File: src/rtl/stat_bank_pkg.sv
package stat_bank_pkg;
  localparam int REGS_PER_GRP = 3;
  localparam int NUM_GRP      = 2;

  // Sequence position of one direction
  typedef enum logic [1:0] {
    SEQ_IDLE    = 2'd0,
    SEQ_WANT_HI = 2'd1,
    SEQ_WANT_ER = 2'd2
  } seq_state_e;
endpackage

File: src/rtl/stat_add.sv
// Increment-by-strobe adder, wrapping or saturating
module stat_add #(
  parameter int W        = 16,
  parameter bit SATURATE = 1'b0
) (
  input  logic [W-1:0] a_i,
  input  logic         inc_i,
  output logic [W-1:0] y_o
);
  generate
    if (SATURATE) begin : g_sat
      assign y_o = (inc_i && !(&a_i)) ? a_i + W'(1) : a_i;
    end else begin : g_wrap
      assign y_o = a_i + W'(inc_i);
    end
  endgenerate
endmodule

File: src/rtl/stat_seq.sv
// Tracks the in-order read sequence of one direction
module stat_seq
  import stat_bank_pkg::*;
(
  input  logic       clk,
  input  logic       rst_n,
  input  logic       rd_en_i,
  input  logic [2:0] hit_i,
  output logic       freeze_o,
  output logic       clear_o,
  output logic       snap_hi_o,
  output logic       snap_er_o
);
  seq_state_e state_q, state_d;
  logic       state_en;

  always_comb begin
    state_d  = state_q;
    freeze_o = 1'b0;
    clear_o  = 1'b0;
    unique case (state_q)
      SEQ_IDLE: begin
        if (hit_i[0]) begin
          state_d  = SEQ_WANT_HI;
          freeze_o = 1'b1;
        end
      end
      SEQ_WANT_HI: state_d = hit_i[1] ? SEQ_WANT_ER : SEQ_IDLE;
      SEQ_WANT_ER: begin
        state_d = SEQ_IDLE;
        clear_o = hit_i[2];
      end
      default: state_d = SEQ_IDLE;
    endcase
    if (!rd_en_i) begin
      state_d  = state_q;
      freeze_o = 1'b0;
      clear_o  = 1'b0;
    end
  end

  assign state_en  = rd_en_i;
  assign snap_hi_o = (state_q == SEQ_WANT_HI);
  assign snap_er_o = (state_q == SEQ_WANT_ER);

  always_ff @(posedge clk or negedge rst_n) begin
    if (!rst_n)        state_q <= SEQ_IDLE;
    else if (state_en) state_q <= state_d;
  end
endmodule

File: src/rtl/stat_group.sv
// One direction: live, snapshot and shadow counters plus read select
module stat_group #(
  parameter int DATA_W = 16,
  parameter int ERR_W  = 16
) (
  input  logic              clk,
  input  logic              rst_n,
  input  logic              good_i,
  input  logic              err_i,
  input  logic              rd_en_i,
  input  logic [2:0]        hit_i,
  output logic [DATA_W-1:0] rd_val_o,
  output logic              freeze_o,
  output logic              clear_o
);
  localparam int PKT_W = 2 * DATA_W;

  logic [PKT_W-1:0] live_pkt_q, live_pkt_d, snap_pkt_q, sh_pkt_q, sh_pkt_d;
  logic [ERR_W-1:0] live_err_q, live_err_d, snap_err_q, sh_err_q, sh_err_d;
  logic [PKT_W-1:0] live_pkt_inc, sh_pkt_inc;
  logic [ERR_W-1:0] live_err_inc, sh_err_inc;
  logic             pkt_en, err_en, sh_en, snap_en;
  logic             snap_hi, snap_er;

  stat_seq seq_i (
    .clk       (clk),
    .rst_n     (rst_n),
    .rd_en_i   (rd_en_i),
    .hit_i     (hit_i),
    .freeze_o  (freeze_o),
    .clear_o   (clear_o),
    .snap_hi_o (snap_hi),
    .snap_er_o (snap_er)
  );

  stat_add #(.W(PKT_W), .SATURATE(1'b0)) live_pkt_add_i (.a_i(live_pkt_q), .inc_i(good_i), .y_o(live_pkt_inc));
  stat_add #(.W(PKT_W), .SATURATE(1'b0)) sh_pkt_add_i   (.a_i(sh_pkt_q),   .inc_i(good_i), .y_o(sh_pkt_inc));
  stat_add #(.W(ERR_W), .SATURATE(1'b1)) live_err_add_i (.a_i(live_err_q), .inc_i(err_i),  .y_o(live_err_inc));
  stat_add #(.W(ERR_W), .SATURATE(1'b1)) sh_err_add_i   (.a_i(sh_err_q),   .inc_i(err_i),  .y_o(sh_err_inc));

  always_comb begin
    live_pkt_d = clear_o ? sh_pkt_inc : live_pkt_inc;
    live_err_d = clear_o ? sh_err_inc : live_err_inc;
    sh_pkt_d   = freeze_o ? PKT_W'(good_i) : sh_pkt_inc;
    sh_err_d   = freeze_o ? ERR_W'(err_i)  : sh_err_inc;
    pkt_en     = good_i | clear_o;
    err_en     = err_i | clear_o;
    sh_en      = good_i | err_i | freeze_o;
    snap_en    = freeze_o;
  end

  always_ff @(posedge clk or negedge rst_n) begin
    if (!rst_n) begin
      live_pkt_q <= '0;
      live_err_q <= '0;
      snap_pkt_q <= '0;
      snap_err_q <= '0;
      sh_pkt_q   <= '0;
      sh_err_q   <= '0;
    end else begin
      if (pkt_en)  live_pkt_q <= live_pkt_d;
      if (err_en)  live_err_q <= live_err_d;
      if (snap_en) snap_pkt_q <= live_pkt_q;
      if (snap_en) snap_err_q <= live_err_q;
      if (sh_en)   sh_pkt_q   <= sh_pkt_d;
      if (sh_en)   sh_err_q   <= sh_err_d;
    end
  end

  // Low word reads live: on a freeze the snapshot equals it
  always_comb begin
    rd_val_o = '0;
    if (hit_i[0])
      rd_val_o = live_pkt_q[DATA_W-1:0];
    else if (hit_i[1])
      rd_val_o = snap_hi ? snap_pkt_q[PKT_W-1:DATA_W] : live_pkt_q[PKT_W-1:DATA_W];
    else if (hit_i[2])
      rd_val_o = snap_er ? DATA_W'(snap_err_q) : DATA_W'(live_err_q);
  end
endmodule

File: src/rtl/stat_bank.sv
module stat_bank
  import stat_bank_pkg::*;
#(
  parameter int DATA_W = 16,
  parameter int ERR_W  = 16,
  parameter int ADDR_W = 4
) (
  input  logic              clk,
  input  logic              rst_n,
  input  logic              tx_good_i,
  input  logic              tx_err_i,
  input  logic              rx_good_i,
  input  logic              rx_err_i,
  input  logic              rd_en_i,
  input  logic [ADDR_W-1:0] rd_addr_i,
  output logic [DATA_W-1:0] rd_data_o
);
  logic [NUM_GRP-1:0] good_vec, err_vec;
  logic [NUM_GRP-1:0] grp_freeze, grp_clear;
  logic [DATA_W-1:0]  grp_val [NUM_GRP];
  logic [DATA_W-1:0]  rd_data_d, rd_data_q;
  logic               rd_data_en;

  assign good_vec = {rx_good_i, tx_good_i};
  assign err_vec  = {rx_err_i,  tx_err_i};

  generate
    for (genvar g = 0; g < NUM_GRP; g++) begin : g_grp
      logic [2:0] hit;
      for (genvar r = 0; r < REGS_PER_GRP; r++) begin : g_hit
        localparam int OFS = g * REGS_PER_GRP + 1 + r;
        assign hit[r] = (rd_addr_i == ADDR_W'(OFS));
      end
      stat_group #(.DATA_W(DATA_W), .ERR_W(ERR_W)) grp_i (
        .clk      (clk),
        .rst_n    (rst_n),
        .good_i   (good_vec[g]),
        .err_i    (err_vec[g]),
        .rd_en_i  (rd_en_i),
        .hit_i    (hit),
        .rd_val_o (grp_val[g]),
        .freeze_o (grp_freeze[g]),
        .clear_o  (grp_clear[g])
      );
    end
  endgenerate

  always_comb begin
    rd_data_d = '0;
    for (int g = 0; g < NUM_GRP; g++) rd_data_d = rd_data_d | grp_val[g];
    rd_data_en = rd_en_i;
  end

  always_ff @(posedge clk or negedge rst_n) begin
    if (!rst_n)          rd_data_q <= '0;
    else if (rd_data_en) rd_data_q <= rd_data_d;
  end

  assign rd_data_o = rd_data_q;
endmodule

File: config.mk
export PLATFORM = sky130hd
export DESIGN_NAME = stat_bank
export DESIGN_NICKNAME = d
export VERILOG_FILES = /design/src/rtl/stat_bank_pkg.sv /design/src/rtl/stat_add.sv /design/src/rtl/stat_seq.sv /design/src/rtl/stat_group.sv /design/src/rtl/stat_bank.sv
export SDC_FILE = /design/constraint.sdc
export NUM_CORES = 1
export LEC_CHECK = 0
export BUFFER_PORTS_ARGS = -buffer_cell sky130_fd_sc_hd__buf_2
export CAP_MARGIN = 10
export CORE_AREA = 10 10 262 264
export DETAILED_ROUTE_END_ITERATION = 10
export DIE_AREA = 0 0 272 274
export PLACE_DENSITY = 0.46
export SLEW_MARGIN = 10
export SYNTH_ARGS = -nofsm -noshare
export SYNTH_HDL_FRONTEND = slang
export SYNTH_SLANG_ARGS = --single-unit
File: constraint.sdc
create_clock -name clk -period 3.9 [get_ports clk]
set_input_delay 0.78 -clock clk [delete_from_list [all_inputs] [get_ports clk]]
set_output_delay 0.78 -clock clk [all_outputs]
set_load 0.01 [all_outputs]
==> results of run 1 <==
-- final cells by class --
cell class | instances | area (µm²)
clock buffer | 54 | 1090
sequential | 276 | 6910
tap | 855 | 1070
inverter | 15 | 56.3
multi-input combinational | 1279 | 8350
timing repair buffer | 50 | 383
clock inverter | 3 | 15.0
fill | 6786 | 45800
-- per-layer routing --
metal	up-vias	GRT usage
met2	174	0.189
met5	-	0
met1	6078	0.150
met4	0	0.0250
li1	5860	-
met3	43	0.0218
-- through the flow --
step / setup slack [ns] / area [µm²]
global placement: 0.751 / 16800
finish: 1.16 / 17900
CTS: 1.19 / 17900
global route: 0.938 / 17900
floorplan: 1.36 / 15700
detailed placement: 0.642 / 16800
-- power groups by stage --
stage	registers (mW)	logic [mW]	clock network [mW]
6_report	3.54	0.924	3.15
5_1_grt	3.60	1.05	3.36
4_1_cts	3.54	0.945	3.26
3_5_place_dp	3.59	0.938	0
3_3_place_gp	3.58	0.919	0
2_1_floorplan	3.45	0.691	0
-- synthesized netlist by cell type, types with 17 or more instances --
master	count
dfrtp_1	276
nand2_1	240
xnor2_1	139
nor2_1	136
mux2i_1	120
nand3_1	80
xor2_1	72
nor3_1	66
nand4_1	61
clkbuf_1	57
a21oi_1	45
o21ai_0	45
buf_2	32
mux2_2	32
and3_1	24
nor4_1	23
and4_1	22
o22ai_1	18
o211ai_1	17
-- how the worst max path moves through the flow --
stage          startpoint                           to  slack [ns]
6_report        tx_good_i  g_grp[0].grp_i.sh_pkt_q[30]        1.16
5_1_grt         tx_good_i  g_grp[0].grp_i.sh_pkt_q[26]        0.94
4_1_cts         tx_good_i  g_grp[0].grp_i.sh_pkt_q[30]        1.19
3_5_place_dp    tx_good_i  g_grp[0].grp_i.sh_pkt_q[30]        0.64
3_3_place_gp    tx_good_i  g_grp[0].grp_i.sh_pkt_q[30]        0.75
2_1_floorplan   tx_good_i  g_grp[0].grp_i.sh_pkt_q[30]        1.36
-- worst max-delay path, stage by stage --
cell and delay, ns:
buf_2 0.28, ha_1 0.28, ha_1 0.25, nand3_1 0.23, or4_1 0.75, nor4_1 0.32
xnor2_1 0.17, nor2_1 0.06
-- state kept, by name, summed over array words and instances (netlist names) --
register,flops
g_grp.grp_i.live_err_q,32
g_grp.grp_i.live_pkt_q,64
g_grp.grp_i.seq_i.state_q,4
g_grp.grp_i.sh_err_q,32
g_grp.grp_i.sh_pkt_q,64
g_grp.grp_i.snap_err_q,32
g_grp.grp_i.snap_pkt_q,32
rd_data_o,16
-- cells by family (layout without fill, tap and decap cells) --
group,after synthesis,count (layout),share of synthesized area
AND/OR/NAND/NOR,724,724,0.229
flip-flops,276,276,0.439
AO/OA/AOI/OAI,180,180,0.0737
multiplexers,152,152,0.0993
XOR/XNOR,211,211,0.117
adder cells (fa/ha/maj),12,12,0.00955
buffers and inverters,116,122,0.0317
==> impl_results.md, run 1 <==
* Reg2Reg Setup Slack at ~1.4 ns
* #FFs+latches synth at 276
* Maxcap violations at 0
* Critical path class: input port to flip-flop
* Top cell type's share of synthesized area at 0.439
* Grt total ovfl at 0
* Cell internal pwr at 5.47 mW
* Global placement routability congestion at 0.825
* Hold Buf Count CTS at 0
* WHS at 0.256 ns
* Drt pass-1 iters at 5
* Final setup fails at 0
* Initial antenna violation count at 0
* Worst-path clk slew at 0.06 ns
* Clock Tree Buf Depth at 3
* Port bufs at 26
* Crit path DAT at 3.14 ns
* Relative slew slack at 0.277
* Rows at 93
* Post-route insts no fill at 2532
* RSZ-0062 raised after global routing: false
* Die area at 74500 µm²
* Hold Violations, Final at 0
* Max layer used: met4
* Mapped Area at 15700 µm²
* Comb power frac at 0.121
* Final Cycle Share at 0.703
* Post CTS Setup Buffer Count at 0
* Synth cell types at 64
* Dominant cell type by area after synthesis: dfrtp_1
* Metal3 WL at 1990 µm
* Pins Over Slew Limit at 0
* Number of global-route vias before repair at about 12000
* Die Ht at 274 µm
* Routed via count at 12200
* CTS tree: yes
* Initial DRC Count at 895
* Detailed Route WL at 43000 µm
* DRT antenna net count at 0
* Syn Nets at ~1700
* Average size of a mapped cell at 9.41 µm²
* CTS Buf Count at 34
* Gate Count Post-Synth at 1671
* Largest net degree at the start of global routing at 87
* Number of gates resized after CTS at 0
* Critical R2R Capture: g_grp[0].grp_i.sh_pkt_q[30]
* Sink Count at 276
* DR DRC count at 0
* FF-to-FF Start: g_grp[0].grp_i.sh_pkt_q[0]
* Net count, final at 1679
* First-pass GRT wire length at about 70000 µm
* Max FO, Critical Path at 16
* Routed wl met2 at 20400 µm
* Crit end category: flip-flop
* Asr flop ratio synth at 1.00
* Setup TNS at 0 ns
* Clk_skew at 0.0198 ns
* Worst hold path type: input port to asynchronous set/reset pin
* Root Buffer: clkbuf_16
* Outcome: finished, final reports clean
* Wl on met1 at 20000 µm
* Switch share at 0.281
* P_leak at between 7 and 8 nW
* Total track usage at 0.113
* Number of cell instances on the worst register-to-register path at 7
* Avg WL per Cell at ~17 µm
* HPWL after DPL at 30300 µm
* Pwr dens at around 430 nW/µm²
* Tmin final at 2.74 ns
* Worst-Margin Slew at approximately 1.1 ns
* Required time worst endpoint at about 4.3 ns
* Vias per cell at between 4 and 5
* ANT cells at 0
* Clock share of power at 0.414
* Most common cell after layout, fill and taps aside: dfrtp_1
* Core Footprint at 63600 µm²
* Share of cells above drive strength 1 at 0.0942
* Starting Density at 0.247
* NetSw at 2.14 mW
* F_max at roughly 0.36 GHz
* Die Width at 272 µm
* Sequential Power Share at 0.465
* Most frequent cells in the layout: 276 x dfrtp_1, 240 x nand2_1, 139 x xnor2_1
* Sequential area share after synthesis at 0.439
* Final Util at 0.281
* Synth area leaders: dfrtp_1 44%, xnor2_1 7.7%, mux2i_1 7.6%
* Clk_lat worst skew at 0.53 ns
* Final Total Pwr at 7.61 mW
* Post-synth EDFFs at 0
* Predominant post-synthesis flop cell: dfrtp_1
* Ys Warns at 0
* Critical Path Source Type: input port
* Layout area overhead at 13.6%
* Peak VDD IR at 0.192 mV
* Htree depth at 2
* Dpl cells at 2475
* Boundary Pins at 27
(Power assumes the default switching activity.)
==> inputs of run 2 (changes only) <==
PLACE_DENSITY = 0.48   (was 0.46)
clock period = 2.5 ns   (was 3.9 ns; I/O delays follow)
==> run 2 against run 1 <==
Combinational power rose by 61%. Cell area rose by 1.5%. Critical endpoint is now g_grp[1].grp_i.live_pkt_q[20]. Setup slack got worse by 0.88 ns. Clock power rose by 45%. Flip-flop and latch count did not move.
==> impl_results.md, run 2 (synthesis results as in run 1) <==
* Critical Path Source Type: flip-flop
* Biggest regs: g_grp.grp_i.live_pkt_q (64), g_grp.grp_i.sh_pkt_q (64)
* Starting Density at 0.247
* Die area at approximately 75000 µm²
* Hold Buf Count CTS at 1
* Final Total Pwr at 11.6 mW
* F_max at 0.450 GHz
* Hold Violations, Final at 0
* Die Ht at 274 µm
* CP Cell Sequence: ha_1 > ha_1 > nand4_2 > or4_1 > buf_4 > nor2_1 > xnor2_1 > o21ai_0
* Clk_lat worst skew at 0.58 ns
* Critical path class: flip-flop to flip-flop
* P_leak at 7.42 nW
* Most common cell after layout, fill and taps aside: dfrtp_1
* Peak VDD IR at 0.485 mV
* Pwr dens at 639 nW/µm²
* CTS tree: yes
* Crit end category: flip-flop
* DRT antenna net count at 0
* Number of gates resized after CTS at 0
* HPWL after DPL at 30700 µm
* Sink Count at ~280
* Global placement routability congestion at 0.829
* Final Cycle Share at 0.889
* Final setup fails at 0
* Max FO, Critical Path at 7
* Net count, final at 1715
* Setup TNS at 0 ns
* Post-route insts no fill at around 2600
* Worst-path clk slew at 0.06 ns
* Dpl cells at 2513
* CP max-delay cell: or4_1
* RSZ-0062 raised after global routing: false
* CP max stage delay at 0.64 ns
* Pins Over Slew Limit at 0
* Initial DRC Count at 934
* Die Width at 272 µm
* Outcome: finished, final reports clean
* Boundary Pins at 27
* Detailed Route WL at ~43000 µm
* Grt total ovfl at 0
* CP dominant cell by count: ha_1
* Post CTS Setup Buffer Count at 0
* Port bufs at 26
* Share of cells above drive strength 1 at 0.113
* Layout area overhead at 15.3%
* Tmin final at 2.22 ns
* Maxcap violations at 0
* Required time worst endpoint at around 3.0 ns
* Rows at 93
* CTS Buf Count at 31
* Avg WL per Cell at 16.6 µm
* Worst-Margin Slew at 0.743 ns
* ANT cells at 0
* Number of global-route vias before repair at approximately 12000
* Total track usage at 0.113
* Drt pass-1 iters at 5
* Htree depth at 1
* DR DRC count at 0
* Clock Tree Buf Depth at 3
* Root Buffer: clkbuf_16
* First-pass GRT wire length at 69200 µm
* Most frequent cells in the layout: 276 x dfrtp_1, 240 x nand2_1, 139 x xnor2_1
* Vias per cell at just under 5
* Clk_skew at ~0.018 ns
* Worst hold path type: input port to flip-flop
* Relative slew slack at 0.504
* Routed via count at around 12000
* Core Footprint at 63600 µm²
* Largest net degree at the start of global routing at 70
* Crit path DAT at 2.67 ns
* Initial antenna violation count at 0
-- run 2: cell count changes in the layout (fill, tap and decap cells not counted), sizes merged --
cell	before	now
clkinvlp	0	1
clkbuf	54	48
bufinv	0	2
dlygate4sd3	0	1
inv	15	16
buf	50	88
-- run 2: critical path: cells and delay by family, from the launching register on --
kind | cells | cell delay (ns)
fa+ha+maj | 2 | 0.38
xor+xnor | 1 | 0.13
simple gates | 3 | 0.86
compound gates | 1 | 0.08
flops | 1 | 0.43
buf+inv | 1 | 0.21
-- run 2: through the flow --
step / instance area (µm²) / worst slack [ns] / hold slack, ns / util
2_1_floorplan: 15700 / 0.236 / 0.204 / -
3_3_place_gp: 17100 / 0.0812 / 0.457 / 0.269
3_5_place_dp: 17100 / 0.100 / 0.462 / 0.269
4_1_cts: 18100 / 0.265 / 0.229 / 0.285
5_1_grt: 18100 / 0.0684 / 0.273 / 0.285
6_report: 18100 / 0.278 / 0.282 / 0.285
-- run 2: where the power goes --
| part | leakage, nW | switching, mW | internal (mW) |
|---|---|---|---|
| clock | 0.495 | 1.86 | 2.71 |
| combinational | 3.19 | 0.814 | 0.673 |
| sequential | 3.73 | 0.608 | 4.92 |
-- run 2: path summary, 6_finish.rpt --
kind                                                 end                          start  depth (start not counted)  slack [ns]
max                        g_grp[1].grp_i.live_pkt_q[20]   g_grp[1].grp_i.live_pkt_q[0]                          8        0.28
min                                        rd_data_o[12]                        rd_en_i                          2        0.28
max reg2reg                g_grp[1].grp_i.live_pkt_q[20]   g_grp[1].grp_i.live_pkt_q[0]                          8        0.28
min reg2reg                g_grp[0].grp_i.snap_pkt_q[30]  g_grp[0].grp_i.snap_pkt_q[30]                          2        0.47
max in group asynchronous     g_grp[1].grp_i.sh_pkt_q[9]                          rst_n                          3        1.20
min in group asynchronous     g_grp[0].grp_i.sh_err_q[4]                          rst_n                          2        0.50
-- run 2: per-layer routing --
layer	vias up	share of wire	global-route usage
met5	-	0	0
li1	5931	-	-
met4	0	0.014	0.0251
met2	202	0.47	0.188
met1	6193	0.46	0.150
met3	44	0.051	0.0206
-- run 2: area by class of cell --
type | count | area, µm²
Fill cell | 6747 | 45500
Multi-Input combinational cell | 1279 | 8350
Sequential cell | 276 | 6910
Tap cell | 855 | 1070
Clock buffer | 48 | 920
Timing Repair Buffer | 89 | 741
Clock inverter | 7 | 91.3
Inverter | 15 | 56.3
==> inputs of run 3 (changes only) <==
RECOVER_POWER = 100   (was not set)
SLEW_MARGIN = 20   (was 10)
==> run 3 against run 2 <==
Hold slack worse by 0.0033 ns. Register-to-register slack got worse by 0.08 ns. Power decreased by 0.28%. Clock power is essentially flat. First-iteration DRC count rose by 1.2%. Via count about the same. Combinational power fell by 3%. Cell area fell by 1.3%. Global-route usage is the same. Setup slack lost 0.13 ns. Clock skew increased by 0.0019 ns. Final cell count unchanged.
==> impl_results.md, run 3 (synthesis results as in run 1) <==
* Outcome: finished, final reports clean
* Comb power frac at 0.126
* Routed via count at 12400
* Most frequent cells in the layout: 276 x dfrtp_1, 240 x nand2_1, 139 x xnor2_1
* Tmin final at 2.35 ns
* Die Ht at between 200 and 300 µm
* Dpl cells at around 2500
* Detailed Route WL at 42600 µm
* Number of cell instances on the worst register-to-register path at 5
* Share of cells above drive strength 1 at 0.0951
* CTS tree: yes
* Worst-Margin Slew at roughly 1.3 ns
* Hold Violations, Final at 0
* Initial DRC Count at roughly 950
* Post CTS Setup Buffer Count at 0
* Post-route cell area at 17900 µm²
* DR DRC count at 0
* Avg WL per Cell at between 15 and 20 µm
* Rows at 93
* Hold Buf Count CTS at 1
* CP max-delay cell: nor4b_1
* WP buf/inv at 3
* Die area at 74500 µm²
* Number of global-route vias before repair at about 12000
* Setup WS post-layout at 0.152 ns
* F_max at 0.426 GHz
* Reg2Reg Setup Slack at 0.20 ns
* Starting Density at 0.247
* Largest net degree at the start of global routing at 70
* Global placement routability congestion at 0.829
* DRT antenna net count at 0
* Relative slew slack at 0.147
* Boundary Pins at 27
* Biggest regs: g_grp.grp_i.live_pkt_q (64), g_grp.grp_i.sh_pkt_q (64)
* Core Footprint at 63600 µm²
* Area after DPL at 17100 µm²
* Htree depth at 1
* Initial antenna violation count at 0
* Total track usage at 0.113
* Final Total Pwr at roughly 12 mW
* Maxcap violations at 0
* Drt pass-1 iters at 5
* Root Buffer: clkbuf_16
* Final setup fails at 0
* Cell internal pwr at 8.28 mW
* Worst-path clk slew at approximately 0.060 ns
* # fillers at about 6800
* Layout area overhead at 13.8%
* Switch share at 0.283
* CP max stage delay at 0.58 ns
* CTS Buf Count at 31
* Clk_lat worst skew at 0.58 ns
* Peak VDD IR at 0.483 mV
* Setup WS pre-CTS at 0.100 ns
* Net count, final at 1715
* Pins Over Slew Limit at 0
* CP Cell Sequence: clkbuf_1 > and2b_1 > nor3b_1 > nor4b_1 > buf_12 > clkbuf_2 > nor2_1
* Max FO, Critical Path at 53
* P_leak at just over 7 nW
* RSZ-0062 raised after global routing: false
* Grt total ovfl at 0
* NetSw at about 3.3 mW
* Clock share of power at 0.395
* Crit path DAT at 2.80 ns
* WHS at 0.279 ns
* Worst hold path type: input port to flip-flop
* Final Util at 0.281
* Clk_skew at 0.0198 ns
* HPWL after DPL at about 31000 µm
* Sequential Power Share at 0.479
* Worst Hold Depth at 2
* Port bufs at 26
* Critical Path Source Type: input port
* Clock Tree Buf Depth at 3
* Worst path depth at 7
* Sink Count at 276
* Critical path class: input port to flip-flop
* Vias per cell at 4.82
* Pwr dens at 645 nW/µm²
* Post-route insts no fill at 2569
* Most common cell after layout, fill and taps aside: dfrtp_1
* Largest delay share family, worst path: simple AND/OR/NAND/NOR gates
* Final Cycle Share at 0.939
* Number of gates resized after CTS at 0
* ANT cells at 0
* Crit end category: flip-flop
* Setup TNS at 0 ns
* Required time worst endpoint at ~3.0 ns
* First-pass GRT wire length at between 60000 and 70000 µm
* Die Width at between 200 and 300 µm
[run 3: changes by cell type in the layout (fill, tap and decap cells not counted), sizes merged]
cell / delta
clkbuf: +36
buf: -36
[run 3: final timing paths]
| check | start | endpoint |
|---|---|---|
| setup / recovery | rd_addr_i[3] | g_grp[1].grp_i.sh_pkt_q[30] |
| hold / removal | rd_en_i | rd_data_o[12] |
| hold reg to reg | g_grp[0].grp_i.snap_err_q[9] | g_grp[0].grp_i.snap_err_q[9] |
| setup reg to reg | g_grp[0].grp_i.sh_pkt_q[11] | g_grp[0].grp_i.sh_pkt_q[31] |
| min in group asynchronous | rst_n | g_grp[0].grp_i.sh_err_q[4] |
| max in group asynchronous | rst_n | g_grp[1].grp_i.sh_pkt_q[12] |
[run 3: power groups by stage]
stage	Combinational, mW	Clock (mW)	Sequential, mW
detailed placement	1.51	0	5.61
floorplan	1.08	0	5.38
finish	1.45	4.56	5.53
global route	1.68	4.90	5.61
CTS	1.52	4.74	5.53
global placement	1.47	0	5.59
[run 3: cell type report]
class	instances	area, µm²	area share
Multi-Input combinational cell	1279	8300	0.463
Sequential cell	276	6910	0.386
Tap cell	855	1070	0.0598
Clock buffer	48	920	0.0514
Timing Repair Buffer	89	562	0.0314
Clock inverter	7	91.3	0.00510
Inverter	15	56.3	0.00315
[run 3: layer usage]
metal	up-vias	part of all wire	global-route usage
met5	-	0	0
met4	0	0.014	0.0251
met3	43	0.052	0.0206
met2	218	0.47	0.188
met1	6182	0.46	0.150
li1	5931	-	-
